## config.mk

```make
export PLATFORM = sky130hd
export DESIGN_NAME = mw_slave_port
export DESIGN_NICKNAME = d
export VERILOG_FILES = /design/src/rtl/mw_pkg.sv /design/src/rtl/mw_sync.sv /design/src/rtl/mw_edge_det.sv /design/src/rtl/mw_shift_core.sv /design/src/rtl/mw_cs_gpio.sv /design/src/rtl/mw_slave_port.sv
export SDC_FILE = /design/constraint.sdc
export NUM_CORES = 1
export LEC_CHECK = 0
export ABC_AREA = 1
export BUFFER_PORTS_ARGS = -buffer_cell sky130_fd_sc_hd__buf_2
export CORE_AREA = 2 2 84 86
export CTS_CLUSTER_DIAMETER = 80
export DETAILED_ROUTE_END_ITERATION = 8
export DIE_AREA = 0 0 86 88
export PLACE_DENSITY = 0.8
export SKIP_LAST_GASP = 1
export SLEW_MARGIN = 20
export SYNTH_ARGS = -nofsm -noshare
export SYNTH_HDL_FRONTEND = slang
export SYNTH_SLANG_ARGS = --single-unit
```

## constraint.sdc

```tcl
create_clock -name clk_i -period 3 [get_ports clk_i]
set_input_delay 0.6 -clock clk_i [delete_from_list [all_inputs] [get_ports clk_i]]
set_output_delay 0.6 -clock clk_i [all_outputs]
set_load 0.01 [all_outputs]
```

## src/rtl/mw_pkg.sv

```systemverilog
package mw_pkg;
  typedef enum logic [1:0] {
    REG_HI     = 2'd0,
    REG_LO     = 2'd1,
    REG_CS_DAT = 2'd2,
    REG_CS_DIR = 2'd3
  } mw_reg_e;
endpackage

```

## src/rtl/mw_sync.sv

```systemverilog
module mw_sync #(
  parameter int W      = 2,
  parameter int STAGES = 2
) (
  input  logic         clk_i,
  input  logic         rst_ni,
  input  logic [W-1:0] d_i,
  output logic [W-1:0] q_o
);
  logic [STAGES-1:0][W-1:0] stg_q;

  always_ff @(posedge clk_i or negedge rst_ni) begin
    if (!rst_ni) stg_q <= '0;
    else         stg_q <= {stg_q[STAGES-2:0], d_i};
  end

  assign q_o = stg_q[STAGES-1];
endmodule

```

## src/rtl/mw_edge_det.sv

```systemverilog
module mw_edge_det (
  input  logic clk_i,
  input  logic rst_ni,
  input  logic lvl_i,
  output logic rise_o,
  output logic fall_o
);
  logic prev_q;

  always_ff @(posedge clk_i or negedge rst_ni) begin
    if (!rst_ni) prev_q <= 1'b0;
    else         prev_q <= lvl_i;
  end

  assign rise_o = lvl_i & ~prev_q;
  assign fall_o = ~lvl_i & prev_q;
endmodule

```

## src/rtl/mw_shift_core.sv

```systemverilog
module mw_shift_core #(
  parameter int BYTE_W = 8
) (
  input  logic              clk_i,
  input  logic              rst_ni,
  input  logic              arm_i,
  input  logic              abort_i,
  input  logic              wide_i,
  input  logic              pol_i,
  input  logic [BYTE_W-1:0] tx_hi_i,
  input  logic [BYTE_W-1:0] tx_lo_i,
  input  logic              rise_i,
  input  logic              fall_i,
  input  logic              si_i,
  output logic              done_o,
  output logic              so_o,
  output logic [BYTE_W-1:0] rx_hi_o,
  output logic [BYTE_W-1:0] rx_lo_o
);
  localparam int WORD_W = 2 * BYTE_W;
  localparam int CNT_W  = $clog2(WORD_W + 1);
  localparam logic [CNT_W-1:0] LAST_WIDE = CNT_W'(WORD_W - 1);
  localparam logic [CNT_W-1:0] LAST_BYTE = CNT_W'(BYTE_W - 1);

  logic              done_q, pend_q, wide_q, pol_q;
  logic [CNT_W-1:0]  cnt_q;
  logic [WORD_W-1:0] tx_q, rx_q, rx_nxt;
  logic [BYTE_W-1:0] rx_hi_q, rx_lo_q;
  logic              samp, shft;
  logic [CNT_W-1:0]  last;

  always_comb begin
    samp   = pol_q ? fall_i : rise_i;
    shft   = pol_q ? rise_i : fall_i;
    last   = wide_q ? LAST_WIDE : LAST_BYTE;
    rx_nxt = {rx_q[WORD_W-2:0], si_i};
  end

  always_ff @(posedge clk_i or negedge rst_ni) begin
    if (!rst_ni) begin
      done_q  <= 1'b1;
      pend_q  <= 1'b0;
      wide_q  <= 1'b0;
      pol_q   <= 1'b0;
      cnt_q   <= '0;
      tx_q    <= '0;
      rx_q    <= '0;
      rx_hi_q <= '0;
      rx_lo_q <= '0;
    end else if (abort_i) begin
      done_q <= 1'b1;
      pend_q <= 1'b0;
    end else if (arm_i) begin
      done_q <= 1'b0;
      pend_q <= 1'b0;
      cnt_q  <= '0;
      rx_q   <= '0;
      wide_q <= wide_i;
      pol_q  <= pol_i;
      tx_q   <= wide_i ? {tx_hi_i, tx_lo_i} : {tx_hi_i, {BYTE_W{1'b0}}};
    end else if (!done_q) begin
      if (samp) begin
        rx_q   <= rx_nxt;
        cnt_q  <= cnt_q + 1'b1;
        pend_q <= 1'b1;
        if (cnt_q == last) begin
          done_q <= 1'b1;
          if (wide_q) begin
            rx_hi_q <= rx_nxt[WORD_W-1:BYTE_W];
            rx_lo_q <= rx_nxt[BYTE_W-1:0];
          end else begin
            rx_hi_q <= rx_nxt[BYTE_W-1:0];
          end
        end
      end else if (shft && pend_q) begin
        tx_q   <= {tx_q[WORD_W-2:0], 1'b0};
        pend_q <= 1'b0;
      end
    end
  end

  assign done_o  = done_q;
  assign so_o    = tx_q[WORD_W-1];
  assign rx_hi_o = rx_hi_q;
  assign rx_lo_o = rx_lo_q;

  assert_idle_frozen_R2: assert property (@(posedge clk_i) disable iff (!rst_ni)
    (done_q && !arm_i) |=> ($stable(rx_hi_q) && $stable(rx_lo_q)));

  assert_arm_clears_R3: assert property (@(posedge clk_i) disable iff (!rst_ni)
    (arm_i && !abort_i) |=> (!done_q && cnt_q == '0));

  assert_cnt_bound_R7: assert property (@(posedge clk_i) disable iff (!rst_ni)
    cnt_q <= CNT_W'(WORD_W));

  assert_rx_on_done_R9: assert property (@(posedge clk_i) disable iff (!rst_ni)
    (!$stable(rx_hi_q) || !$stable(rx_lo_q)) |-> (done_q && !$past(done_q)));

  assert_stay_done_R10: assert property (@(posedge clk_i) disable iff (!rst_ni)
    (done_q && !arm_i) |=> done_q);

  assert_no_early_shift_R11: assert property (@(posedge clk_i) disable iff (!rst_ni)
    (!pend_q && !arm_i) |=> $stable(tx_q));
endmodule

```

## src/rtl/mw_cs_gpio.sv

```systemverilog
module mw_cs_gpio #(
  parameter int NUM_CS = 8
) (
  input  logic              clk_i,
  input  logic              rst_ni,
  input  logic              wr_dat_i,
  input  logic              wr_dir_i,
  input  logic [NUM_CS-1:0] wdata_i,
  output logic [NUM_CS-1:0] cs_o,
  output logic [NUM_CS-1:0] cs_oe_o
);
  logic [NUM_CS-1:0] dat_q, dir_q;

  always_ff @(posedge clk_i or negedge rst_ni) begin
    if (!rst_ni) begin
      dat_q <= '0;
      dir_q <= '0;
    end else begin
      if (wr_dat_i) dat_q <= wdata_i;
      if (wr_dir_i) dir_q <= wdata_i;
    end
  end

  assign cs_o    = dat_q;
  assign cs_oe_o = dir_q;

  assert_dir_write_R12: assert property (@(posedge clk_i) disable iff (!rst_ni)
    wr_dir_i |=> (cs_oe_o == $past(wdata_i)));
endmodule

```

## src/rtl/mw_slave_port.sv

```systemverilog
module mw_slave_port
  import mw_pkg::*;
#(
  parameter int BYTE_W      = 8,
  parameter int NUM_CS      = 8,
  parameter int SYNC_STAGES = 2
) (
  input  logic              clk_i,
  input  logic              rst_ni,
  input  logic              slave_mode_i,
  input  logic              wide_i,
  input  logic              pol_i,
  input  logic              wr_en_i,
  input  logic [1:0]        wr_addr_i,
  input  logic [BYTE_W-1:0] wr_data_i,
  input  logic [1:0]        rd_addr_i,
  output logic [BYTE_W-1:0] rd_data_o,
  input  logic              ckin_i,
  input  logic              si_i,
  output logic              so_o,
  output logic              so_oe_o,
  output logic              done_o,
  input  logic [NUM_CS-1:0] cs_i,
  output logic [NUM_CS-1:0] cs_o,
  output logic [NUM_CS-1:0] cs_oe_o
);
  logic [1:0]        sync_q;
  logic              ck_rise, ck_fall;
  logic              arm, done, so_raw;
  logic [BYTE_W-1:0] tx_lo_q, rx_hi, rx_lo;
  mw_reg_e           wsel, rsel;

  assign wsel = mw_reg_e'(wr_addr_i);
  assign rsel = mw_reg_e'(rd_addr_i);
  assign arm  = wr_en_i && (wsel == REG_HI) && slave_mode_i;

  mw_sync #(.W(2), .STAGES(SYNC_STAGES)) u_sync (
    .clk_i  (clk_i),
    .rst_ni (rst_ni),
    .d_i    ({si_i, ckin_i}),
    .q_o    (sync_q)
  );

  mw_edge_det u_edge (
    .clk_i  (clk_i),
    .rst_ni (rst_ni),
    .lvl_i  (sync_q[0]),
    .rise_o (ck_rise),
    .fall_o (ck_fall)
  );

  always_ff @(posedge clk_i or negedge rst_ni) begin
    if (!rst_ni)                          tx_lo_q <= '0;
    else if (wr_en_i && wsel == REG_LO)   tx_lo_q <= wr_data_i;
  end

  mw_shift_core #(.BYTE_W(BYTE_W)) u_core (
    .clk_i   (clk_i),
    .rst_ni  (rst_ni),
    .arm_i   (arm),
    .abort_i (!slave_mode_i),
    .wide_i  (wide_i),
    .pol_i   (pol_i),
    .tx_hi_i (wr_data_i),
    .tx_lo_i (tx_lo_q),
    .rise_i  (ck_rise),
    .fall_i  (ck_fall),
    .si_i    (sync_q[1]),
    .done_o  (done),
    .so_o    (so_raw),
    .rx_hi_o (rx_hi),
    .rx_lo_o (rx_lo)
  );

  mw_cs_gpio #(.NUM_CS(NUM_CS)) u_gpio (
    .clk_i    (clk_i),
    .rst_ni   (rst_ni),
    .wr_dat_i (wr_en_i && wsel == REG_CS_DAT),
    .wr_dir_i (wr_en_i && wsel == REG_CS_DIR),
    .wdata_i  (wr_data_i[NUM_CS-1:0]),
    .cs_o     (cs_o),
    .cs_oe_o  (cs_oe_o)
  );

  assign done_o  = done;
  assign so_oe_o = ~done;
  assign so_o    = done ? 1'b0 : so_raw;

  always_comb begin
    case (rsel)
      REG_HI:     rd_data_o = rx_hi;
      REG_LO:     rd_data_o = rx_lo;
      REG_CS_DAT: rd_data_o = BYTE_W'(cs_i);
      REG_CS_DIR: rd_data_o = BYTE_W'(cs_oe_o);
      default:    rd_data_o = '0;
    endcase
  end

  assert_mode_off_idle_R4: assert property (@(posedge clk_i) disable iff (!rst_ni)
    !slave_mode_i |=> done_o);
endmodule

```

==> metrics <==
number of global-route vias before repair 3,166; Bufs on Longest Clock Path 2; cell row count 30; mapped cell area 4040 um^2; total design power 2.415 mW; Port Buf Inserts 54; leakage power 2.503 nW; first-pass GRT wire length 14,370 um; crit path DAT 1460 ps; met1 wire length 4050 um; ranking of synthesized cells by area dfrtp_1, nand2_1, nand3_1, o21ai_0, nand4_1; CP dominant cell by count buf_2; Pwr Density 536.7 nW/um^2; syn_nets 539; global route overflow 0; hold violation count in the final report 0; final antenna-violating net count 0; Final HPWL DP 6218 um; Setup Buffers After CTS 0; fin util 67.74%; Post-synth top cells nand2_1, dfrtp_1, nand3_1; die area 7568 um^2; chip height 88 um; WP buf/inv 3; die width 86 um; CTS root buffer clkbuf_8; max layer used met4; initial DRC count 226; DR vias/cell 5.273; WL/cell 13.14 um; ys flop type dfrtp_1; Min Hold Slack 232.0 ps; met2 WL 3836 um; Clk pin slew, worst setup/hold paths 90 ps; largest net degree at the start of global routing 48; Cells after Synth 510; Max Freq 486.0 MHz; setup TNS after final layout 0 ps; Resized cells post-CTS 0; Max transition margin 60.20%; Worst path top cell family by delay simple AND/OR/NAND/NOR gates; Cell variety after synth 26; vias 3,396; synth-to-layout area growth 11.40%; worst vdd ir 0.0003497 V; CTS buffer count 9; TritonCTS clock tree built; ANT cells 0; Syn. warnings 0; DRC 0; sequential area share after synthesis 52.68%; Max Cap Viol 0; Initial Utilization 60.81%; Tightest Hold Check Type in2async; Synth Area per Inst 7.922 um^2; top cell type's share of synthesized area 52.03%; Post-CTS Hold Buffers 0; slowest CP cell nor2_1; Max FO, Critical Path 8; layout cells sized above 1 15.78%; drt pass-1 iters 4; clk_lat worst skew 360 ps; final number of setup-violating endpoints 0; number of enable flip-flop cells after synthesis 0; Post-Route WL 8465 um; TritonCTS Sinks 85; unrepaired setup endpoints after global routing false; Placer Congestion 0.8523; ys async rst share 100.0%; setup ws final 942.4 ps; worst path required time 2400 ps; Synth area leader dfrtp_1; CORE AREA 6644 um^2; Final Max Tran Viols 0; Ports 55; Worst Max-Slew Pin Slew 596.9 ps; max incr delay on CP 360 ps; routed length on met3 469 um; synthesized flop and latch total 85; post-place setup slack 790.1 ps; status finished clean; Setup crit end kind output pin; Tcrit/Tclk final 68.59%; layout net count 588; GRT Util Overall 24.27%; worst setup path class in2out; most common cell in the synthesized netlist nand2_1; final worst path period need 2058 ps; htree depth 3; clock skew 11.22 ps; initial antenna violation count 0; Layout fillers 563; crit-path cells buf_2 -> inv_1 -> nor2_1 -> nand2_1 -> nand4_1 -> buf_2; startpoint types input pin
==> path summary, 6_finish.rpt <==
kind	startpoint	end	slack [ps]	cells after the start
max	rd_addr_i[0]	rd_data_o[1]	940	6
min	rst_ni	u_core.rx_q[7]$_DFFE_PN0P_	230	1
max reg2reg	u_core.wide_q$_DFFE_PN0P_	u_core.rx_hi_o[5]$_DFFE_PN0P_	1390	7
min reg2reg	u_sync.stg_q[1]$_DFF_PN0_	u_sync.q_o[1]$_DFF_PN0_	350	0
max in group asynchronous	rst_ni	u_core.done_o$_DFF_PN1_	2020	2
min in group clk_i	ckin_i	u_sync.stg_q[0]$_DFF_PN0_	340	1
==> logic make-up after synthesis <==
group	count (synthesis)	share of synthesized area, %
AOI/OAI and AO/OA	45	6.008
xor gates and xnor gates	3	0.6505
adders and majority gates	1	0.3096
buffers and inverters	60	6.689
DFF	85	52.68
and+or+nand+nor	316	33.66
==> sequential cells by signal, indices dropped and copies added (netlist names) <==
name and count:
u_core.cnt_q 5, u_core.done_o 1, tx_lo_q 8, u_core.pol_q 1, u_core.rx_hi_o 8, u_core.wide_q 1
u_core.pend_q 1, u_gpio.cs_oe_o 8, u_core.rx_lo_o 8, u_gpio.cs_o 8, u_sync.q_o 2, u_core.rx_q 15
u_edge.prev_q 1, u_sync.stg_q 2, u_core.tx_q 16
==> per-stage QoR <==
step / area [um^2] / cells
after floorplan: 4040 / 510
after global placement: 4319 / 628
after detailed placement: 4319 / 628
after CTS: 4501 / 644
after global routing: 4501 / 644
final: 4501 / 644
==> power breakdown <==
group / switching (mW) / internal (mW) / total, mW
sequential: 0.0790 / 1.24 / 1.32
clock: 0.444 / 0.314 / 0.758
combinational: 0.216 / 0.118 / 0.335
total: 0.740 / 1.68 / 2.42
==> cell usage in the layout, fill, tap and decap left out <==
cell type / Yosys / routed
nand2_1: 231 / 231
dfrtp_1: 84 / 84
buf_2: 9 / 53
nand3_1: 40 / 40
inv_1: 38 / 38
o21ai_0: 38 / 38
nand4_1: 26 / 26
clkbuf_8: 0 / 9
nor2_1: 8 / 8
o21ai_1: 4 / 4
nand2_2: 4 / 4
buf_4: 3 / 4
nor2_4: 3 / 3
inv_2: 3 / 3
inv_6: 0 / 3
xor2_1: 2 / 2
clkinvlp_4: 0 / 2
nand3_4: 1 / 1
and2_1: 1 / 1
o21ai_4: 1 / 1
nand2_4: 1 / 1
a21oi_2: 1 / 1
nor2_2: 1 / 1
xnor2_1: 1 / 1
o21bai_1: 1 / 1
ha_1: 1 / 1
inv_8: 0 / 1
clkinv_2: 0 / 1
dfstp_2: 1 / 1
==> layout make-up <==
type,instances,area (um^2),area share (%)
flip-flops and latches,85,2128,47.29
clock buffers,9,123.9,2.752
clock inverters,7,57.56,1.279
multi-input cells,365,1642,36.47
well taps,80,100.1,2.224
repair buffers,57,295.3,6.561
inverters,41,153.9,3.420
==> per-layer routing <==
layer	GRT usage, %	vias up
met3	5.372	11
met4	6.926	0
met5	0	-
li1	-	1728
met2	38.83	96
met1	33.71	1561
Power figures use the tool's default switching activity.
